$ cat config.mk
export PLATFORM = sky130hd
export DESIGN_NAME = dma_wr_sync_ctrl
export DESIGN_NICKNAME = d
export VERILOG_FILES = /design/src/rtl/dma_wr_sync_pkg.sv /design/src/rtl/dma_wr_cfg_latch.sv /design/src/rtl/dma_wr_sync_fsm.sv /design/src/rtl/dma_wr_sync_ctrl.sv
export SDC_FILE = /design/constraint.sdc
export NUM_CORES = 1
export LEC_CHECK = 0
export ABC_AREA = 1
export CAP_MARGIN = 20
export CORE_AREA = 8 8 45 47
export DETAILED_ROUTE_END_ITERATION = 8
export DIE_AREA = 0 0 53 55
export GPL_TIMING_DRIVEN = 1
export HOLD_SLACK_MARGIN = 0.02
export PLACE_DENSITY = 0.54
export RECOVER_POWER = 50
export SETUP_SLACK_MARGIN = 0.05
export SYNTH_ARGS = -nofsm -noshare
export SYNTH_HDL_FRONTEND = slang
export SYNTH_SLANG_ARGS = --single-unit
$ cat constraint.sdc
create_clock -name clk -period 1.5 [get_ports clk]
set_input_delay 0.3 -clock clk [delete_from_list [all_inputs] [get_ports clk]]
set_output_delay 0.3 -clock clk [all_outputs]
set_load 0.02 [all_outputs]
$ cat src/rtl/dma_wr_sync_pkg.sv
package dma_wr_sync_pkg;

    typedef enum logic [1:0] {
        ST_IDLE     = 2'd0,
        ST_WRITING  = 2'd1,
        ST_WAIT_SYS = 2'd2,
        ST_COMPLETE = 2'd3
    } wr_state_e;

endpackage

$ cat src/rtl/dma_wr_cfg_latch.sv
module dma_wr_cfg_latch (
    input  logic clk,
    input  logic rst_n,
    input  logic cfg_wait_en,
    input  logic cfg_all_wr,
    input  logic capture,
    input  logic release_xfer,
    output logic open_o,
    output logic wait_q_o,
    output logic eff_wait_o,
    output logic eff_all_o
);

    logic wait_q;
    logic all_q;
    logic open_q;

    always_ff @(posedge clk or negedge rst_n) begin
        if (!rst_n) begin
            wait_q <= 1'b0;
            all_q  <= 1'b0;
            open_q <= 1'b0;
        end else if (capture) begin
            wait_q <= cfg_wait_en;
            all_q  <= cfg_wait_en & cfg_all_wr;
            open_q <= 1'b1;
        end else if (release_xfer) begin
            open_q <= 1'b0;
        end
    end

    // The first write of a transfer sees the live bits; later writes see the captured copy.
    always_comb begin
        if (capture) begin
            eff_wait_o = cfg_wait_en;
            eff_all_o  = cfg_wait_en & cfg_all_wr;
        end else begin
            eff_wait_o = wait_q;
            eff_all_o  = all_q;
        end
    end

    assign open_o   = open_q;
    assign wait_q_o = wait_q;

    // the captured mode holds while a transfer is open
    p_cfg_hold_r10: assert property (@(posedge clk) disable iff (!rst_n)
        (open_q && !release_xfer) |=> ($stable(wait_q) && $stable(all_q)));

    // the all-writes copy is never set without the wait copy
    p_all_needs_wait_r6: assert property (@(posedge clk) disable iff (!rst_n)
        all_q |-> wait_q);

endmodule

$ cat src/rtl/dma_wr_sync_fsm.sv
module dma_wr_sync_fsm
    import dma_wr_sync_pkg::*;
(
    input  logic clk,
    input  logic rst_n,
    input  logic wr_start,
    input  logic wr_last,
    input  logic wr_end,
    input  logic sys_done,
    input  logic open_i,
    input  logic eff_wait,
    input  logic eff_all,
    output logic capture_o,
    output logic release_o,
    output logic req_o,
    output logic int_done_o,
    output logic xfer_cmpl_o
);

    wr_state_e state_q, state_d;
    logic      hs_q;
    logic      last_q;
    logic      done_q;
    logic      start_ok;

    assign start_ok  = (state_q == ST_IDLE) && wr_start;
    assign capture_o = start_ok && !open_i;
    assign release_o = (state_q == ST_COMPLETE);

    always_comb begin
        state_d = state_q;
        unique case (state_q)
            ST_IDLE: begin
                if (wr_start) state_d = ST_WRITING;
            end
            ST_WRITING: begin
                if (wr_end) begin
                    if (hs_q)        state_d = ST_WAIT_SYS;
                    else if (last_q) state_d = ST_COMPLETE;
                    else             state_d = ST_IDLE;
                end
            end
            ST_WAIT_SYS: begin
                if (sys_done) state_d = last_q ? ST_COMPLETE : ST_IDLE;
            end
            ST_COMPLETE: state_d = ST_IDLE;
            default:     state_d = ST_IDLE;
        endcase
    end

    // State register and per-write attributes
    always_ff @(posedge clk or negedge rst_n) begin
        if (!rst_n) begin
            state_q <= ST_IDLE;
            hs_q    <= 1'b0;
            last_q  <= 1'b0;
        end else begin
            state_q <= state_d;
            if (start_ok) begin
                last_q <= wr_last;
                hs_q   <= eff_wait & (eff_all | wr_last);
            end
        end
    end

    // Output process
    always_ff @(posedge clk or negedge rst_n) begin
        if (!rst_n) done_q <= 1'b0;
        else        done_q <= (state_q == ST_WRITING) && wr_end && hs_q;
    end

    assign req_o       = (state_q == ST_WRITING) && hs_q;
    assign int_done_o  = done_q;
    assign xfer_cmpl_o = (state_q == ST_COMPLETE);

    // internal done is a lone pulse and never overlaps the request
    p_done_pulse_r3: assert property (@(posedge clk) disable iff (!rst_n)
        int_done_o |=> !int_done_o);
    p_done_no_req_r3: assert property (@(posedge clk) disable iff (!rst_n)
        int_done_o |-> !req_o);
    // no completion while the system has not answered
    p_hold_wait_r4: assert property (@(posedge clk) disable iff (!rst_n)
        (state_q == ST_WAIT_SYS && !sys_done) |=> !xfer_cmpl_o);
    // completion is a single-cycle pulse followed by IDLE
    p_cmpl_pulse_r8: assert property (@(posedge clk) disable iff (!rst_n)
        xfer_cmpl_o |=> (!xfer_cmpl_o && state_q == ST_IDLE));
    // from IDLE the next state is never COMPLETE
    p_idle_no_cmpl_r9: assert property (@(posedge clk) disable iff (!rst_n)
        (state_q == ST_IDLE) |=> !xfer_cmpl_o);
    // request drops once the write has ended
    p_req_drop_r2: assert property (@(posedge clk) disable iff (!rst_n)
        (req_o && wr_end) |=> !req_o);

endmodule

$ cat src/rtl/dma_wr_sync_ctrl.sv
module dma_wr_sync_ctrl (
    input  logic clk,
    input  logic rst_n,
    input  logic cfg_wait_en,
    input  logic cfg_all_wr,
    input  logic wr_start,
    input  logic wr_last,
    input  logic wr_end,
    input  logic sys_done,
    output logic req_o,
    output logic int_done_o,
    output logic xfer_cmpl_o
);

    logic capture;
    logic release_xfer;
    logic open_q;
    logic wait_q;
    logic eff_wait;
    logic eff_all;

    dma_wr_cfg_latch u_cfg (
        .clk         (clk),
        .rst_n       (rst_n),
        .cfg_wait_en (cfg_wait_en),
        .cfg_all_wr  (cfg_all_wr),
        .capture     (capture),
        .release_xfer(release_xfer),
        .open_o      (open_q),
        .wait_q_o    (wait_q),
        .eff_wait_o  (eff_wait),
        .eff_all_o   (eff_all)
    );

    dma_wr_sync_fsm u_fsm (
        .clk        (clk),
        .rst_n      (rst_n),
        .wr_start   (wr_start),
        .wr_last    (wr_last),
        .wr_end     (wr_end),
        .sys_done   (sys_done),
        .open_i     (open_q),
        .eff_wait   (eff_wait),
        .eff_all    (eff_all),
        .capture_o  (capture),
        .release_o  (release_xfer),
        .req_o      (req_o),
        .int_done_o (int_done_o),
        .xfer_cmpl_o(xfer_cmpl_o)
    );

    // a transfer captured with wait mode off never drives the handshake
    p_off_no_hs_r5: assert property (@(posedge clk) disable iff (!rst_n)
        (open_q && !wait_q) |-> (!req_o && !int_done_o));

endmodule

[Yosys cells after proc, flatten, opt, wreduce, memory -nomap -nowiden]
Cells that the tools add are included.
Word-level totals
  bits in registers: 8
  output and inout bits: 3
  word-level logic and storage cells: 35
Operators by class
  bitwise gates (word level): 3
  reductions and logical operators: 9
  eq/ne operators: 6
  mux-type cells: 10
Operators by type and width (count)
  2-bit two-way mux: 5
  2-bit one-hot mux with 4 select lines: 1
  2-bit != test, second input constant: 3
  1-bit logical AND: 5
  2-bit == test, second input constant: 2
  1-bit two-way mux: 4
  3-bit AND reduction: 1
  1-bit AND: 2
  2-bit by 1-bit == test with 1-bit output, second input constant: 1
  2-bit logical NOT: 1
  2-bit nonzero test: 1
  1-bit logical NOT: 1
  1-bit bitwise OR: 1

[Depth between registers and ports, before layout]
Gate-level depths: netlist (run 1).
  depth in word-level cells: 6
  depth in mapped cells: 7
  depth with buffers taken out: 7

[Modules after synthesis]
A second synthesis (run 1) with hierarchy kept.
Unflattened totals
  cell total of the unflattened synthesis: 55
  area total of the unflattened synthesis: 409.1 um2
By module, submodules not included
  dma_wr_sync_fsm: cells an instance 42, area an instance 295.3 um2, times used 1
  dma_wr_cfg_latch: cells an instance 13, area an instance 113.9 um2, times used 1

[Least setup slack after synthesis (run 1)]
No wires, ideal clock.
  path type: register to output
  start point: register u_fsm.state_q[1]
  end point: output req_o
  stages on the path, launching flop included: 4
  data required time: 1.200 ns
  path slack: 0.353 ns
  arrival time: 0.847 ns
  buffers on the path: 0
  cell sequence: dfrtp_1 inv_1 nand2_1 nor2_1
On the way
  cells in the longest elaborated chain, start to end: 2
Ends and longest elaborated chain
  start, declared: RTL line dma_wr_sync_fsm.sv:20  | wr_state_e state_q, state_d;
  start signal, assigned: RTL line dma_wr_sync_fsm.sv:58  | state_q <= state_d;
  2-bit by 1-bit == test with 1-bit output: RTL line dma_wr_sync_fsm.sv:72  | assign req_o = (state_q == ST_WRITING) && hs_q;
  1-bit logical AND: RTL line dma_wr_sync_fsm.sv:72
  end, declared: RTL line dma_wr_sync_ctrl.sv:10  | output logic req_o,
No other way between the ends.

[Final worst setup path (run 1)]
Same ends and word-level chain as after synthesis.

==> results by group, run 1 <==
Run status
  • Outcome: completed

Global routing
  • First-pass GRT wire length: 1.55 mm
  • Vias in the first global route: 370
  • GRT Residual Overflow: 0
  • GRT Util Overall: 0.0763
  • Initial antenna violation count: 0
  • Pin count of the biggest net entering global routing: 9

STA
  • Achievable Freq: 754 MHz
  • Clock Skews: 0.000216 ns
  • Max_slew headroom: 0.743
  • Final slew viol count: 0
  • Tightest Pin Transition: 0.384 ns
  • RSZ-0062 raised after global routing: false
  • Hold Fails Final Rpt: 0
  • Tcrit/Tclk final: 0.884
  • Total negative slack: 0 ns
  • Finish-stage setup viols: 0
  • Setup ws final: 0.174 ns
  • Minimum clock period: 1.33 ns

Die
  • Core ar.: 1380 µm²
  • Ports: 11
  • Die Area: 2920 µm²
  • Initial Util: 0.300
  • Rows: 14
  • Die H: 55 µm
  • Die X: 53 µm

Detailed routing
  • Final wirelength: 901 µm
  • Routed wl met2: 413 µm
  • Drt pass-1 iters: 4
  • Routed wire per std cell: 10.2 µm
  • DRC: 0
  • Routed wl met3: 78 µm
  • Via density: 4.28
  • Final antenna-violating net count: 0
  • DR top layer: met4
  • Met1 wire length: 381 µm
  • Vias: 377
  • Starting DRC count in detailed routing: 5

Power
  • Pwr/cell area: 1740 nW/µm²
  • Maximum vdd drop: 0.000490 V
  • Pleak: 0.325 nW

Placement
  • Dpl hpwl: 721 µm
  • Setup WS pre-CTS: 0.00698 ns
  • Final GP Congestion: 0.694
  • I/O Buffers: 10

Setup path
  • CP Max Fanout: 3
  • CP Capture Type: output port
  • Worst reg2reg startpoint: u_fsm.state_q[0]
  • R2R depth: 6
  • FF-to-FF End: u_fsm.state_q[1]
  • Critical Path AT: 1.03 ns
  • CP Data Required Time: 1.20 ns
  • Crit Path Category: reg -> out
  • R2R setup slack: 0.26 ns
  • Worst Setup Start Kind: flop

Clock network
  • Root buf cell: clkbuf_4
  • # clock sinks: 8
  • CTS H-Tree Depth: 1
  • CTS max path bufs: 2
  • Inserted Clock Buffers: 3
  • Hold-fix buffers, CTS: 0
  • CTS tree: done
  • Clk_lat worst skew: 0.25 ns
  • Clock transition at the registers of the reported paths: 0.05 ns

Yosys
  • Synth area leaders: dfrtp_1, nand2_1, inv_1
  • Post-Syn Instances: 54
  • Register bit total from synthesis: 8
  • Synth Cell Area: 415 µm²
  • Main synth FF type: dfrtp_1
  • Mean post-synth cell area: 7.69 µm²
  • Distinct cells, synth: 15
  • Synth cell count leaders: nand2_1, inv_1, dfrtp_1
  • EDFF count, synth: 0
  • YS warnings: 0
  • Seq/Total Area, Yosys: 0.482
  • Post-synth top area share: 0.482
  • Post-synthesis async set-or-reset flop share: 1.00
  • Mapped Nets: 62
  • Top-count cell post-synth: nand2_1
  • Largest area contributor in the netlist: dfrtp_1

Hold path
  • Hold Crit Class: in -> async

Job
  • Maxcap violations: 0

Finish
  • NumNets Final: 82
  • Layout cells sized above 1: 0.208
  • Layout area overhead: 40.7%
  • Ant. Diodes: 0
## routing by layer
metal  up-vias  track usage
met1       161       0.0892
met2        11       0.0996
met3         2       0.0160
met5         -            0
met4         0        0.103
li1        203            -
## state kept, by name (all words and copies together) (netlist names)
signal            cells
u_fsm.int_done_o      1
u_fsm.hs_q            1
u_cfg.all_q           1
u_cfg.open_o          1
u_cfg.wait_q_o        1
u_fsm.last_q          1
u_fsm.state_q         2
## how the worst max path moves through the flow
stage,from,end,depth (start not counted)
final,u_fsm.state_q[1],req_o,4
after floorplan,u_fsm.state_q[1],req_o,3
after global placement,u_fsm.state_q[0],xfer_cmpl_o,3
after CTS,u_fsm.state_q[1],req_o,4
after global routing,u_fsm.state_q[1],req_o,4
after detailed placement,u_fsm.state_q[1],req_o,4
## layout by cell type, fill, tap and decap left out
cell,n
buf_4,5
a21oi_1,1
nand4_1,2
buf_2,1
clkbuf_2,1
nor2_4,1
nor2_1,2
inv_1,12
nor2_2,1
dfrtp_1,8
or2_1,1
clkdlybuf4s50_1,5
clkbuf_4,3
nand3_1,3
o21ai_1,1
nand2_1,13
dlygate4sd3_1,2
nand3_2,1
dlygate4sd2_1,1
nor3_1,2
nand2_2,2
o21ai_0,4
## critical path: stages, from the launching register on
cell and delay (ns):
dfrtp_1 0.39, inv_1 0.07, nand2_1 0.06, nor2_1 0.09, clkbuf_2 0.17
## timing repair
action,in CTS,in global routing
setup endpoints to repair,3,2
cloned,0,0
resized for setup,6,2
setup buffers,0,1
## where the power goes
group / switching, mW / internal, mW
clock network: 0.0722 / 0.0915
registers: 0.0439 / 0.307
logic: 0.283 / 0.218
## area by class of cell
type / count / area [µm²]
clock buffers: 3 / 22.5
flip-flops and latches: 8 / 200
well taps: 16 / 20.0
fillers: 145 / 800
multi-input cells: 34 / 170
repair buffers: 15 / 126
inverters: 12 / 45.0
## logic make-up after synthesis
kind of cell	synth area share
flops	0.482
buf+inv	0.108
compound gates	0.0723
simple gates	0.337
## per-stage QoR
step | std cells | area (µm²) | hold slack [ns] | power (mW) | util
2_1_floorplan | 54 | 415 | 0.00441 | 0.667 | -
4_1_cts | 87 | 588 | 0.342 | 1.02 | 0.425
3_5_place_dp | 84 | 566 | 0.470 | 0.864 | 0.409
3_3_place_gp | 84 | 566 | 0.461 | 0.857 | 0.409
6_report | 88 | 584 | 0.405 | 1.02 | 0.422
5_1_grt | 88 | 584 | 0.421 | 1.12 | 0.422
Power figures use the tool's default switching activity.
==> run 2: changes to the inputs <==
Settings changed: SLEW_MARGIN set to 30.
==> results of run 2 <==
Final layout, timing and power as in run 1 (identical DEF).
